==> config.mk <==
export PLATFORM = sky130hd
export DESIGN_NAME = mdio_frame_master
export DESIGN_NICKNAME = d
export VERILOG_FILES = /design/src/rtl/mdio_fm_pkg.sv /design/src/rtl/mdio_fm_ctrl.sv /design/src/rtl/mdio_fm_dp.sv /design/src/rtl/mdio_frame_master.sv
export SDC_FILE = /design/constraint.sdc
export NUM_CORES = 1
export LEC_CHECK = 0
export ABC_AREA = 1
export BUFFER_PORTS_ARGS = -buffer_cell sky130_fd_sc_hd__buf_2
export CORE_AREA = 2 2 122 124
export DETAILED_ROUTE_END_ITERATION = 16
export DIE_AREA = 0 0 124 126
export GPL_TIMING_DRIVEN = 0
export RECOVER_POWER = 100
export SYNTH_ARGS = -nofsm -noshare
export SYNTH_HDL_FRONTEND = slang
export SYNTH_SLANG_ARGS = --single-unit
==> constraint.sdc <==
create_clock -name clk -period 3.9 [get_ports clk]
set_clock_uncertainty 0.15 [all_clocks]
set_input_delay 0.39 -clock clk [delete_from_list [all_inputs] [get_ports clk]]
set_output_delay 0.39 -clock clk [all_outputs]
set_load 0.1 [all_outputs]
==> src/rtl/mdio_fm_pkg.sv <==
package mdio_fm_pkg;

  localparam int WORD_W    = 32;
  localparam int NUM_WORDS = 3;
  localparam int CAP_W     = 16;
  localparam int ADDR_W    = 5;
  localparam int ADDR_LSB  = 18;

  typedef enum logic [1:0] {
    PH_IDLE  = 2'd0,
    PH_PRE   = 2'd1,
    PH_FRAME = 2'd2,
    PH_TRAIL = 2'd3
  } phase_e;

  // strobes from control to datapath
  typedef struct packed {
    logic start;       // command accepted this edge
    logic mdcRise;     // raise serial clock
    logic mdcFall;     // lower serial clock, advance a bit
    logic loadFrame;   // next word is the frame word
    logic loadTrail;   // next word is the zero trailer
    logic finish;      // last bit done
    logic sampleBit;   // capture mdioIn
    logic commitRead;  // publish captured data
    logic driveEn;     // pad output enable level
  } dpStrobes_t;

  function automatic logic [WORD_W-1:0] buildFrame(
    input logic [WORD_W-1:0] wrTmpl,
    input logic [WORD_W-1:0] rdTmpl,
    input logic              isRead,
    input logic [ADDR_W-1:0] addr,
    input logic [CAP_W-1:0]  data
  );
    logic [WORD_W-1:0] addrField;
    logic [WORD_W-1:0] dataField;
    addrField = WORD_W'(addr) << ADDR_LSB;
    dataField = isRead ? '0 : WORD_W'(data);
    return (isRead ? rdTmpl : wrTmpl) | addrField | dataField;
  endfunction

endpackage

==> src/rtl/mdio_fm_ctrl.sv <==
module mdio_fm_ctrl
  import mdio_fm_pkg::*;
#(
  parameter int CLK_DIV = 16
) (
  input  logic       clk,
  input  logic       rstN,
  input  logic       cmdValid,
  input  logic       cmdIsRead,
  output logic       busy,
  output logic       errFlag,
  output logic       curIsRead,
  output dpStrobes_t strb
);

  localparam int HALF      = CLK_DIV / 2;
  localparam int DIV_W     = (CLK_DIV > 1) ? $clog2(CLK_DIV) : 1;
  localparam int BIT_W     = $clog2(WORD_W);
  // frame bit 17 sits at word position WORD_W-1-17
  localparam int OE_FROM   = WORD_W - 1 - (CAP_W + 1);
  localparam int DATA_FROM = WORD_W - CAP_W;

  phase_e           phase;
  logic [DIV_W-1:0] divCnt;
  logic [BIT_W-1:0] bitIdx;
  logic             accept;
  logic             halfHit;
  logic             fullHit;
  logic             lastBit;
  logic             inFrameRead;

  assign busy = (phase != PH_IDLE);

  always_comb begin
    accept      = cmdValid && !busy;
    halfHit     = busy && (divCnt == DIV_W'(HALF - 1));
    fullHit     = busy && (divCnt == DIV_W'(CLK_DIV - 1));
    lastBit     = (bitIdx == BIT_W'(WORD_W - 1));
    inFrameRead = (phase == PH_FRAME) && curIsRead;

    strb            = '0;
    strb.start      = accept;
    strb.mdcRise    = halfHit;
    strb.mdcFall    = fullHit;
    strb.loadFrame  = fullHit && lastBit && (phase == PH_PRE);
    strb.loadTrail  = fullHit && lastBit && (phase == PH_FRAME);
    strb.finish     = fullHit && lastBit && (phase == PH_TRAIL);
    strb.sampleBit  = halfHit && inFrameRead && (bitIdx >= BIT_W'(DATA_FROM));
    strb.commitRead = strb.finish && curIsRead;
    strb.driveEn    = busy && !(inFrameRead && (bitIdx >= BIT_W'(OE_FROM)));
  end

  always_ff @(posedge clk) begin
    if (!rstN) begin
      phase     <= PH_IDLE;
      divCnt    <= '0;
      bitIdx    <= '0;
      curIsRead <= 1'b0;
    end else if (accept) begin
      phase     <= PH_PRE;
      divCnt    <= '0;
      bitIdx    <= '0;
      curIsRead <= cmdIsRead;
    end else if (busy) begin
      divCnt <= fullHit ? '0 : divCnt + DIV_W'(1);
      if (fullHit) begin
        bitIdx <= lastBit ? '0 : bitIdx + BIT_W'(1);
        if (lastBit) begin
          unique case (phase)
            PH_PRE:   phase <= PH_FRAME;
            PH_FRAME: phase <= PH_TRAIL;
            default:  phase <= PH_IDLE;
          endcase
        end
      end
    end
  end

  always_ff @(posedge clk) begin
    if (!rstN)                errFlag <= 1'b0;
    else if (accept)          errFlag <= 1'b0;
    else if (cmdValid && busy) errFlag <= 1'b1;
  end

endmodule

==> src/rtl/mdio_fm_dp.sv <==
module mdio_fm_dp
  import mdio_fm_pkg::*;
#(
  parameter logic [31:0] WR_TEMPLATE = 32'h5902_0000,
  parameter logic [31:0] RD_TEMPLATE = 32'h6902_0000
) (
  input  logic              clk,
  input  logic              rstN,
  input  dpStrobes_t        strb,
  input  logic              cmdIsRead,
  input  logic [ADDR_W-1:0] cmdRegAddr,
  input  logic [CAP_W-1:0]  cmdWrData,
  input  logic              mdioIn,
  output logic              mdc,
  output logic              mdioOut,
  output logic [CAP_W-1:0]  rdData
);

  logic [WORD_W-1:0] frameReg;
  logic [WORD_W-1:0] shiftReg;
  logic [CAP_W-1:0]  capShift;

  assign mdioOut = shiftReg[WORD_W-1];

  always_ff @(posedge clk) begin
    if (!rstN) begin
      frameReg <= '0;
      shiftReg <= '0;
      mdc      <= 1'b0;
    end else if (strb.start) begin
      frameReg <= buildFrame(WR_TEMPLATE, RD_TEMPLATE, cmdIsRead,
                             cmdRegAddr, cmdWrData);
      shiftReg <= '1;
      mdc      <= 1'b0;
    end else begin
      if (strb.mdcRise) mdc <= 1'b1;
      if (strb.mdcFall) begin
        mdc <= 1'b0;
        if (strb.loadFrame)                      shiftReg <= frameReg;
        else if (strb.loadTrail || strb.finish) shiftReg <= '0;
        else                                     shiftReg <= shiftReg << 1;
      end
    end
  end

  always_ff @(posedge clk) begin
    if (!rstN) begin
      capShift <= '0;
      rdData   <= '0;
    end else begin
      if (strb.sampleBit)  capShift <= {capShift[CAP_W-2:0], mdioIn};
      if (strb.commitRead) rdData   <= capShift;
    end
  end

endmodule

==> src/rtl/mdio_frame_master.sv <==
module mdio_frame_master
  import mdio_fm_pkg::*;
#(
  parameter int          CLK_DIV     = 16,
  parameter logic [31:0] WR_TEMPLATE = 32'h5902_0000,
  parameter logic [31:0] RD_TEMPLATE = 32'h6902_0000
) (
  input  logic        clk,
  input  logic        rstN,
  input  logic        cmdValid,
  input  logic        cmdIsRead,
  input  logic [4:0]  cmdRegAddr,
  input  logic [15:0] cmdWrData,
  output logic [31:0] status,
  output logic        mdc,
  output logic        mdioOut,
  output logic        mdioOe,
  input  logic        mdioIn
);

  dpStrobes_t       strb;
  logic             busy;
  logic             errFlag;
  logic             curIsRead;
  logic [CAP_W-1:0] rdData;

  mdio_fm_ctrl #(
    .CLK_DIV(CLK_DIV)
  ) u_ctrl (
    .clk       (clk),
    .rstN      (rstN),
    .cmdValid  (cmdValid),
    .cmdIsRead (cmdIsRead),
    .busy      (busy),
    .errFlag   (errFlag),
    .curIsRead (curIsRead),
    .strb      (strb)
  );

  mdio_fm_dp #(
    .WR_TEMPLATE(WR_TEMPLATE),
    .RD_TEMPLATE(RD_TEMPLATE)
  ) u_dp (
    .clk        (clk),
    .rstN       (rstN),
    .strb       (strb),
    .cmdIsRead  (cmdIsRead),
    .cmdRegAddr (cmdRegAddr),
    .cmdWrData  (cmdWrData),
    .mdioIn     (mdioIn),
    .mdc        (mdc),
    .mdioOut    (mdioOut),
    .rdData     (rdData)
  );

  assign mdioOe = strb.driveEn;
  assign status = {busy, errFlag, 14'b0, rdData};

endmodule

==> impl_metrics.csv, run 1 <==
group,metric,value,unit
worst_setup_path,path_class,"reg -> reg",
yosys,postSynth.asyncResetShare,0,%
drt,wirelength,10200,um
drt,wirelength_met1,4750,um
power_and_ir_drop,ir_drop,0.226,mV
clock_network,cts-resized-gates,0,
clock_network,clk_transition_reported_paths,0.07,ns
clock_network,clkLatencyLatePin,0.35,ns
clock_network,postCtsHoldBufs,0,
sta,fin_tns_setup,0,ns
drt,wl_met3,499,um
die,die_h,126,um
placement,routabilityCongestion,0.799,
die,io_pins,61,
yosys,syn_area,4230,um2
cells_and_area,stdcell_count,785,
worst_setup_path,critPathBufInv,4,
drt,dr.pass1.iters,7,
cells_and_area,diodes,0,
worst_setup_path,required,3.99,ns
global_routing,grt_max_degree,18,
clock_network,clock-sinks,101,
cells_and_area,area_growth_syn_to_layout,17.7,%
global_routing,grt_use_total,13.4,%
drt,routed.top_layer,"met4",
power_and_ir_drop,power.density,459,nW/um2
die,initial_core_util,29.5,%
drt,vias_per_cell,4.80,
cells_and_area,drive_above_1_share,11.6,%
cells_and_area,num-nets-final,629,
placement,dpl.hpwl,7510,um
sta,period_share,75.9,%
yosys,synth_area_leaders,"dfxtp_1 48%, nor2_1 7.2%, a21oi_1 5.9%",
global_routing,antenna_found_initial,0,
drt,dr_total_vias,3770,
die,die_w,124,um
placement,dp_slack,1.48,ns
drt,drc,0,
worst_setup_path,critPathLaunchType,"register",
power_and_ir_drop,p_sw_share,26.8,%
worst_setup_path,slowest_delay,0.39,ns
worst_setup_path,cp_slowest_cell,"dfxtp_1",
die,num_rows,44,
placement,io_buffers,46,
worst_setup_path,cp-end-kind,"register",
yosys,synth_area_leader_cell,"dfxtp_1",
die,die_area,15600,um2
worst_setup_path,cp_cell_sequence,"inv_1 > ha_1 > inv_1 > nand4_1 > nor2_1 > clkbuf_1 > o21ai_0 > clkbuf_1 > nand3_1 > a21oi_1",
clock_network,htreeDepth,3,
drt,wl_per_cell,13.1,um
clock_network,postCtsSetupBuffers,0,
sta,slew_headroom,21.9,%
sta,worst_slack,0.942,ns
global_routing,grt_pass1_vias,3462,
yosys,ys_warn_count,0,
yosys,synth_common_cells,"101 x dfxtp_1, 81 x nor2_1, 60 x nand2_1",
yosys,synth_edf_count,0,
sta,fmax,338,MHz
worst_hold_path,holdCritPathClass,"in -> reg",
drt,wl_met2,4840,um
power_and_ir_drop,p_clk_share,40.4,%
yosys,ys_seq_area_share,47.8,%
power_and_ir_drop,switching_power,0.612,mW
run,maxCapViolCount,0,
power_and_ir_drop,p_seq_share,48.1,%
power_and_ir_drop,leakage,1.97,nW
run_status,outcome,"finished, final reports clean",
sta,finalCriticalPeriod,2.96,ns
drt,antenna_left,0,
sta,setup_viol,0,
clock_network,cts_root_buffer,"clkbuf_16",
clock_network,cts_buffers,9,
yosys,ys_types,29,
sta,finalMaxSlewViolations,0,
power_and_ir_drop,intPower,1.67,mW
yosys,yosysMostFrequentCell,"dfxtp_1",
worst_setup_path,worstPathArrival,3.05,ns
yosys,ys_ff_latch,101,
die,core,14300,um2
power_and_ir_drop,power,2.28,mW
clock_network,cts_tree,"yes",
sta,worst_pin_slew,1.18,ns
cells_and_area,fin_util,34.8,%
power_and_ir_drop,p_comb_share,11.6,%
yosys,synth_cells,526,
sta,rsz0062_at_grt,"false",
clock_network,clockBufferDepth,2,
yosys,netlist.area_leader.share,47.8,%
yosys,synth-main-ff-cell,"dfxtp_1",
worst_setup_path,path_max_fanout,10,
drt,drt-initial-drc-count,307,
global_routing,grt_pass1_wl,16600,um
worst_setup_path,critical-path-top-delay-family,"buffers and inverters",
sta,hold_viol,0,
global_routing,grt_overflow_total,0,
yosys,syn_area_per_cell,8.04,um2
placement,dp_cells,769,
[state kept, by name, indices dropped and copies added, names as in the netlist]
| name | count |
|---|---|
| u_ctrl.errFlag | 1 |
| u_dp.frameReg | 24 |
| u_dp.capShift | 16 |
| u_dp.mdc | 1 |
| u_ctrl.phase | 2 |
| u_dp.shiftReg | 32 |
| u_dp.rdData | 16 |
| u_ctrl.divCnt | 4 |
| u_ctrl.bitIdx | 5 |
[cell families (layout without fill, tap and decap cells)]
group | after synthesis | in the layout | share of synthesized area [%]
AO/OA/AOI/OAI | 139 | 139 | 20.0
XOR/XNOR | 1 | 1 | 0.207
adder cells (fa/ha/maj) | 7 | 7 | 2.07
buffers and inverters | 76 | 138 | 8.79
flip-flops | 101 | 101 | 47.8
other | 1 | 14 | 0.0887
AND/OR/NAND/NOR | 201 | 201 | 21.0
[power groups by stage]
stage	sequential (mW)	clock, mW	combinational (mW)
6_report	1.10	0.921	0.265
5_1_grt	1.10	0.986	0.290
4_1_cts	1.10	0.942	0.267
3_5_place_dp	1.12	0	0.266
3_3_place_gp	1.12	0	0.261
2_1_floorplan	1.12	0	0.207
[worst paths after layout]
| check | slack (ns) | cells past startpoint | endpoint | start |
|---|---|---|---|---|
| worst min-delay path | 0.13 | 2 | u_dp.frameReg[22] | cmdRegAddr[4] |
| worst min register to register | 0.31 | 2 | u_dp.rdData[2] | u_dp.rdData[2] |
| worst max-delay path | 0.94 | 10 | u_dp.shiftReg[3] | u_ctrl.phase[0] |
| worst max register to register | 0.94 | 10 | u_dp.shiftReg[3] | u_ctrl.phase[0] |
[through the flow]
stage / area, um2 / hold slack (ns)
4_1_cts: 5040 / 0.115
3_3_place_gp: 4740 / 0.299
6_report: 4980 / 0.125
2_1_floorplan: 4280 / 0.286
5_1_grt: 4980 / 0.122
3_5_place_dp: 4740 / 0.302
[cells in the final DEF (no fill, tap or decap), types with 2 or more instances in the layout]
master,count
inv_1,22
nor3_1,5
nand4_1,17
a32o_1,16
buf_2,28
a21oi_1,50
a31oi_1,17
nand2_1,60
nand3_1,28
conb_1,14
clkbuf_16,9
dfxtp_1,101
nor2_1,81
o211a_1,6
clkbuf_1,56
o21ai_1,2
o21ai_0,46
inv_6,2
buf_4,16
or2_2,6
ha_1,7
[final cells by class]
type	count	area [um2]
Fill cell	1516	9340
Inverter	22	82.6
Timing Repair Buffer	46	204
Clock buffer	10	239
Tap cell	184	230
Clock inverter	6	68.8
Multi-Input combinational cell	362	1860
Buffer	54	267
Sequential cell	101	2020
[per-layer routing]
metal / track usage (%) / up-vias
met4: 4.82 / 0
met5: 0 / -
met2: 21.4 / 101
met1: 17.2 / 1745
li1: - / 1913
met3: 3.94 / 11
(Power assumes the default switching activity.)
==> run 2: changes to the inputs <==
==> constraint.sdc (replaced) <==
create_clock -name clk -period 2.9 [get_ports clk]
set_clock_uncertainty 0.15 [all_clocks]
set_input_delay 0.29 -clock clk [delete_from_list [all_inputs] [get_ports clk]]
set_output_delay 0.29 -clock clk [all_outputs]
set_load 0.1 [all_outputs]
==> run 2 against run 1 <==
Design area increased by 0.23%. First-iteration DRC count decreased by 4.6%. Cell count unchanged. Sequential cell count stayed put. Via count is 0.11% lower.
==> impl_metrics.csv, run 2 (synthesis gave the netlist of run 1 again) <==
group,metric,value,unit
run_status,outcome,"finished, final reports clean",
die,io_pins,61,
clock_network,clock-sinks,101,
power_and_ir_drop,leakage,1.99,nW
worst_setup_path,path_max_fanout,10,
sta,hold_viol,0,
die,die_h,126,um
sta,setup_viol,0,
sta,fin_hold_ws,0.0312,ns
clock_network,cts_root_buffer,"clkbuf_16",
worst_setup_path,startpoint,"u_ctrl.phase[0]",
die,num_rows,44,
sta,fin_tns_setup,0,ns
placement,io_buffers,46,
placement,dpl.hpwl,7470,um
worst_setup_path,slowest_delay,0.39,ns
die,core,14300,um2
worst_setup_path,required,2.96,ns
global_routing,grt_pass1_wl,16900,um
clock_network,htreeDepth,3,
cells_and_area,top_register,"u_dp.shiftReg",
global_routing,antenna_found_initial,0,
clock_network,clockBufferDepth,2,
drt,drt-initial-drc-count,293,
worst_setup_path,timing.rr.end,"u_dp.rdData[15]",
worst_setup_path,worstPathArrival,2.68,ns
power_and_ir_drop,power,3.04,mW
sta,worst_pin_slew,1.18,ns
drt,antenna_left,0,
sta,rsz0062_at_grt,"false",
cells_and_area,num-nets-final,629,
drt,dr.pass1.iters,5,
clock_network,cts_buffers,9,
global_routing,grt_overflow_total,0,
clock_network,clkLatencyLatePin,0.35,ns
drt,dr_total_vias,3766,
sta,fmax,381,MHz
sta,finalMaxSlewViolations,0,
worst_hold_path,holdCritPathClass,"in -> reg",
clock_network,cts-resized-gates,0,
clock_network,cts_tree,"yes",
worst_setup_path,path_class,"reg -> reg",
worst_setup_path,crit_top_cell,"inv_1",
clock_network,clk_transition_reported_paths,0.07,ns
power_and_ir_drop,power.density,610,nW/um2
drt,drc,0,
drt,wl_per_cell,13.0,um
worst_setup_path,cp_cell_sequence,"inv_1 > ha_1 > inv_1 > nand4_1 > nor2_1 > nand3_1 > clkbuf_1 > nand2_1 > a21oi_1",
drt,wirelength,10200,um
worst_setup_path,reg2regPathDepth,9,
worst_setup_path,cp_slowest_cell,"dfxtp_1",
worst_setup_path,critPathLaunchType,"register",
global_routing,grt_pass1_vias,3579,
global_routing,grt_max_degree,17,
worst_setup_path,cp-end-kind,"register",
sta,slew_headroom,21.7,%
power_and_ir_drop,ir_drop,0.304,mV
cells_and_area,top_regs,"u_dp.shiftReg x32, u_dp.frameReg x24",
sta,period_share,90.4,%
cells_and_area,largest_register_ffs,32,
die,initial_core_util,29.5,%
die,die_w,124,um
run,maxCapViolCount,0,
sta,finalCriticalPeriod,2.62,ns
global_routing,grt_use_total,13.4,%
placement,routabilityCongestion,0.789,
die,die_area,15600,um2
cells_and_area,fin_util,34.9,%
clock_network,postCtsSetupBuffers,0,
worst_setup_path,ff2ff_setup_slack,0.28,ns
cells_and_area,final_common_cell,"dfxtp_1",
worst_setup_path,crit_end,"u_dp.rdData[15]",
clock_network,postCtsHoldBufs,0,
cells_and_area,diodes,0,
cells_and_area,final_cell_mix,"101 x dfxtp_1, 81 x nor2_1, 60 x nand2_1",
worst_setup_path,timing.rr.start,"u_ctrl.phase[0]",
cells_and_area,drive_above_1_share,13.0,%
cells_and_area,area_growth_syn_to_layout,18.0,%
drt,vias_per_cell,4.80,
==> run 2: how the worst min path moves through the flow <==
stage / depth (start not counted) / end / slack [ns] / startpoint
2_1_floorplan: 2 / u_ctrl.errFlag / 0.27 / cmdValid
4_1_cts: 3 / u_ctrl.errFlag / 0.03 / cmdValid
3_5_place_dp: 2 / u_dp.rdData[4] / 0.30 / u_dp.rdData[4]
6_report: 3 / u_ctrl.errFlag / 0.03 / cmdValid
5_1_grt: 2 / u_dp.frameReg[2] / 0.04 / cmdWrData[2]
3_3_place_gp: 1 / u_dp.frameReg[15] / 0.30 / u_dp.frameReg[15]
==> run 2: per-stage QoR <==
step	setup slack [ns]	instances	cell area, um2
after global routing	0.0947	785	4990
final	0.279	785	4990
after floorplan	0.460	539	4280
after global placement	0.516	769	4740
after detailed placement	0.495	769	4740
after CTS	0.460	785	5040
==> run 2: power by group <==
| part | leakage (nW) | switching, mW | internal [mW] | total, mW |
|---|---|---|---|---|
| Sequential | 0.826 | 0.0292 | 1.45 | 1.48 |
| Combinational | 1.01 | 0.253 | 0.102 | 0.356 |
| Clock | 0.149 | 0.519 | 0.691 | 1.21 |
| Total | 1.99 | 0.802 | 2.24 | 3.04 |
==> run 2: routing by layer <==
metal / GRT usage (%) / vias to the layer above / routed length, um
met2: 22.1 / 85 / 4840
met5: 0 / - / 0
met3: 3.17 / 8 / 443
met4: 4.49 / 0 / 121
met1: 17.2 / 1758 / 4770
li1: - / 1915 / -
==> run 2: layout make-up <==
| class | instances | area, um2 |
|---|---|---|
| timing repair buffer | 46 | 206 |
| inverter | 22 | 82.6 |
| clock buffer | 10 | 239 |
| buffer | 54 | 274 |
| clock inverter | 6 | 61.3 |
| multi-input combinational | 362 | 1870 |
| tap | 184 | 230 |
| fill | 1543 | 9330 |
| sequential | 101 | 2020 |
==> run 2: worst max-delay path, delay by kind of cell (launching register included) <==
| kind | cells | cell delay, ns |
|---|---|---|
| AO/OA/AOI/OAI | 1 | 0.06 |
| adder cells (fa/ha/maj) | 1 | 0.29 |
| buffers and inverters | 3 | 0.54 |
| flip-flops | 1 | 0.39 |
| AND/OR/NAND/NOR | 4 | 1.05 |
==> run 3: changes to the inputs <==
--- a/config.mk
+++ b/config.mk
@@ -6,7 +6,7 @@
 export NUM_CORES = 1
 export LEC_CHECK = 0
 export ABC_AREA = 1
-export BUFFER_PORTS_ARGS = -buffer_cell sky130_fd_sc_hd__buf_2
+export BUFFER_PORTS_ARGS = -buffer_cell sky130_fd_sc_hd__buf_4
 export CORE_AREA = 2 2 122 124
 export DETAILED_ROUTE_END_ITERATION = 16
 export DIE_AREA = 0 0 124 126
==> run 3 against run 2 <==
Critical path type unchanged. Total power up 3.5%. Clock power up 8%. Die area unchanged. Count of clock-buffer cells in the layout up 1.
==> impl_metrics.csv, run 3 (synthesis gave the netlist of run 1 again) <==
group,metric,value,unit
cells_and_area,final_cell_mix,"101 x dfxtp_1, 81 x nor2_1, 60 x nand2_1",
sta,finalMaxSlewViolations,0,
cells_and_area,design_area,5080,um2
placement,io_buffers,46,
drt,drc,0,
global_routing,grt_overflow_total,0,
sta,hold_viol,0,
clock_network,postCtsSetupBuffers,0,
cells_and_area,drive_above_1_share,13.0,%
clock_network,cts_root_buffer,"clkbuf_16",
worst_setup_path,required,2.95,ns
drt,dr.pass1.iters,4,
placement,placed_cell_area,4860,um2
sta,slew_headroom,22.0,%
cells_and_area,largest_register_ffs,32,
cells_and_area,fin_util,35.5,%
worst_setup_path,critPathLaunchType,"register",
clock_network,htreeDepth,3,
worst_setup_path,worstPathArrival,2.56,ns
global_routing,antenna_found_initial,0,
die,die_h,126,um
worst_setup_path,path_class,"reg -> reg",
drt,wirelength,10100,um
sta,fin_hold_ws,0.0275,ns
die,die_area,15600,um2
cells_and_area,top_register,"u_dp.shiftReg",
power_and_ir_drop,power,3.15,mW
drt,dr_total_vias,3746,
drt,wl_per_cell,12.8,um
power_and_ir_drop,ir_drop,0.268,mV
worst_hold_path,holdCritPathClass,"in -> reg",
power_and_ir_drop,leakage,2.02,nW
die,core,14300,um2
placement,dp_cells,769,
clock_network,clockBufferDepth,2,
global_routing,grt_pass1_wl,17000,um
clock_network,cts-resized-gates,0,
placement,routabilityCongestion,0.781,
worst_setup_path,cp_cell_sequence,"inv_1 > ha_1 > inv_1 > nand4_1 > nor2_1 > nand3_1 > buf_2 > nand2_1 > a21oi_1",
sta,finalCriticalPeriod,2.51,ns
worst_setup_path,slowest_delay,0.38,ns
die,num_rows,44,
sta,worst_pin_slew,1.17,ns
cells_and_area,area_growth_syn_to_layout,20.1,%
die,io_pins,61,
die,die_w,124,um
global_routing,grt_pass1_vias,3563,
clock_network,postCtsHoldBufs,0,
run,maxCapViolCount,0,
drt,drt-initial-drc-count,354,
clock_network,cts_buffers,9,
clock_network,clk_transition_reported_paths,0.07,ns
worst_setup_path,path_max_fanout,10,
placement,dpl.hpwl,7400,um
sta,rsz0062_at_grt,"false",
drt,vias_per_cell,4.77,
global_routing,grt_use_total,13.5,%
cells_and_area,stdcell_count,785,
sta,worst_slack,0.389,ns
drt,antenna_left,0,
placement,dp_slack,0.512,ns
cells_and_area,diodes,0,
cells_and_area,top_regs,"u_dp.shiftReg x32, u_dp.frameReg x24",
global_routing,grt_max_degree,17,
clock_network,cts_tree,"yes",
cells_and_area,nFillCells,1543,
cells_and_area,final_common_cell,"dfxtp_1",
clock_network,clkLatencyLatePin,0.34,ns
worst_setup_path,cp-end-kind,"register",
run_status,outcome,"finished, final reports clean",
worst_setup_path,cp_slowest_cell,"dfxtp_1",
worst_setup_path,crit_top_cell,"inv_1",
sta,setup_viol,0,
power_and_ir_drop,power.density,620,nW/um2
sta,fin_tns_setup,0,ns
cells_and_area,num-nets-final,629,
clock_network,clock-sinks,101,
sta,fmax,398,MHz
die,initial_core_util,29.5,%
sta,period_share,86.6,%
## run 3: cell types whose count changed in the layout (fill, tap and decap cells not counted), sizes merged
cell and delta:
clkbuf -1, bufinv +1, clkinv -2, buf +2
## run 3: critical path, delay by kind of cell, from the launching register on
kind                       cells  cell delay [ns]
DFF                            1             0.38
AOI/OAI and AO/OA              1             0.06
and+or+nand+nor                4             0.96
buffers and inverters          3             0.54
adders and majority gates      1             0.29
## run 3: worst paths after layout
kind                    from        endpoint  depth (start not counted)  slack [ns]
max          u_ctrl.phase[0]  u_dp.rdData[0]                          9        0.39
min                 cmdValid  u_ctrl.errFlag                          3        0.03
max reg2reg  u_ctrl.phase[0]  u_dp.rdData[0]                          9        0.39
min reg2reg   u_dp.rdData[4]  u_dp.rdData[4]                          2        0.31
## run 3: cell type report
| cell class | count | area [um2] | share of cell area (%) |
|---|---|---|---|
| clock buffers | 11 | 243 | 4.78 |
| repair buffers | 46 | 269 | 5.30 |
| flip-flops and latches | 101 | 2020 | 39.8 |
| well taps | 184 | 230 | 4.53 |
| plain buffers | 54 | 278 | 5.47 |
| multi-input cells | 362 | 1870 | 36.9 |
| inverters | 22 | 82.6 | 1.63 |
| clock inverters | 5 | 81.3 | 1.60 |
## run 3: report_power, final
group          switching (mW)  internal, mW
Sequential             0.0288          1.45
Clock                   0.525         0.782
Combinational           0.253         0.111
Total                   0.807          2.34
## run 3: metal layers
metal	part of all wire (%)	global-route usage [%]	wire length [um]
met3	5.5	2.90	552
met5	0	0	0
met2	48	22.0	4810
met1	45	17.4	4540
met4	1.8	5.09	186
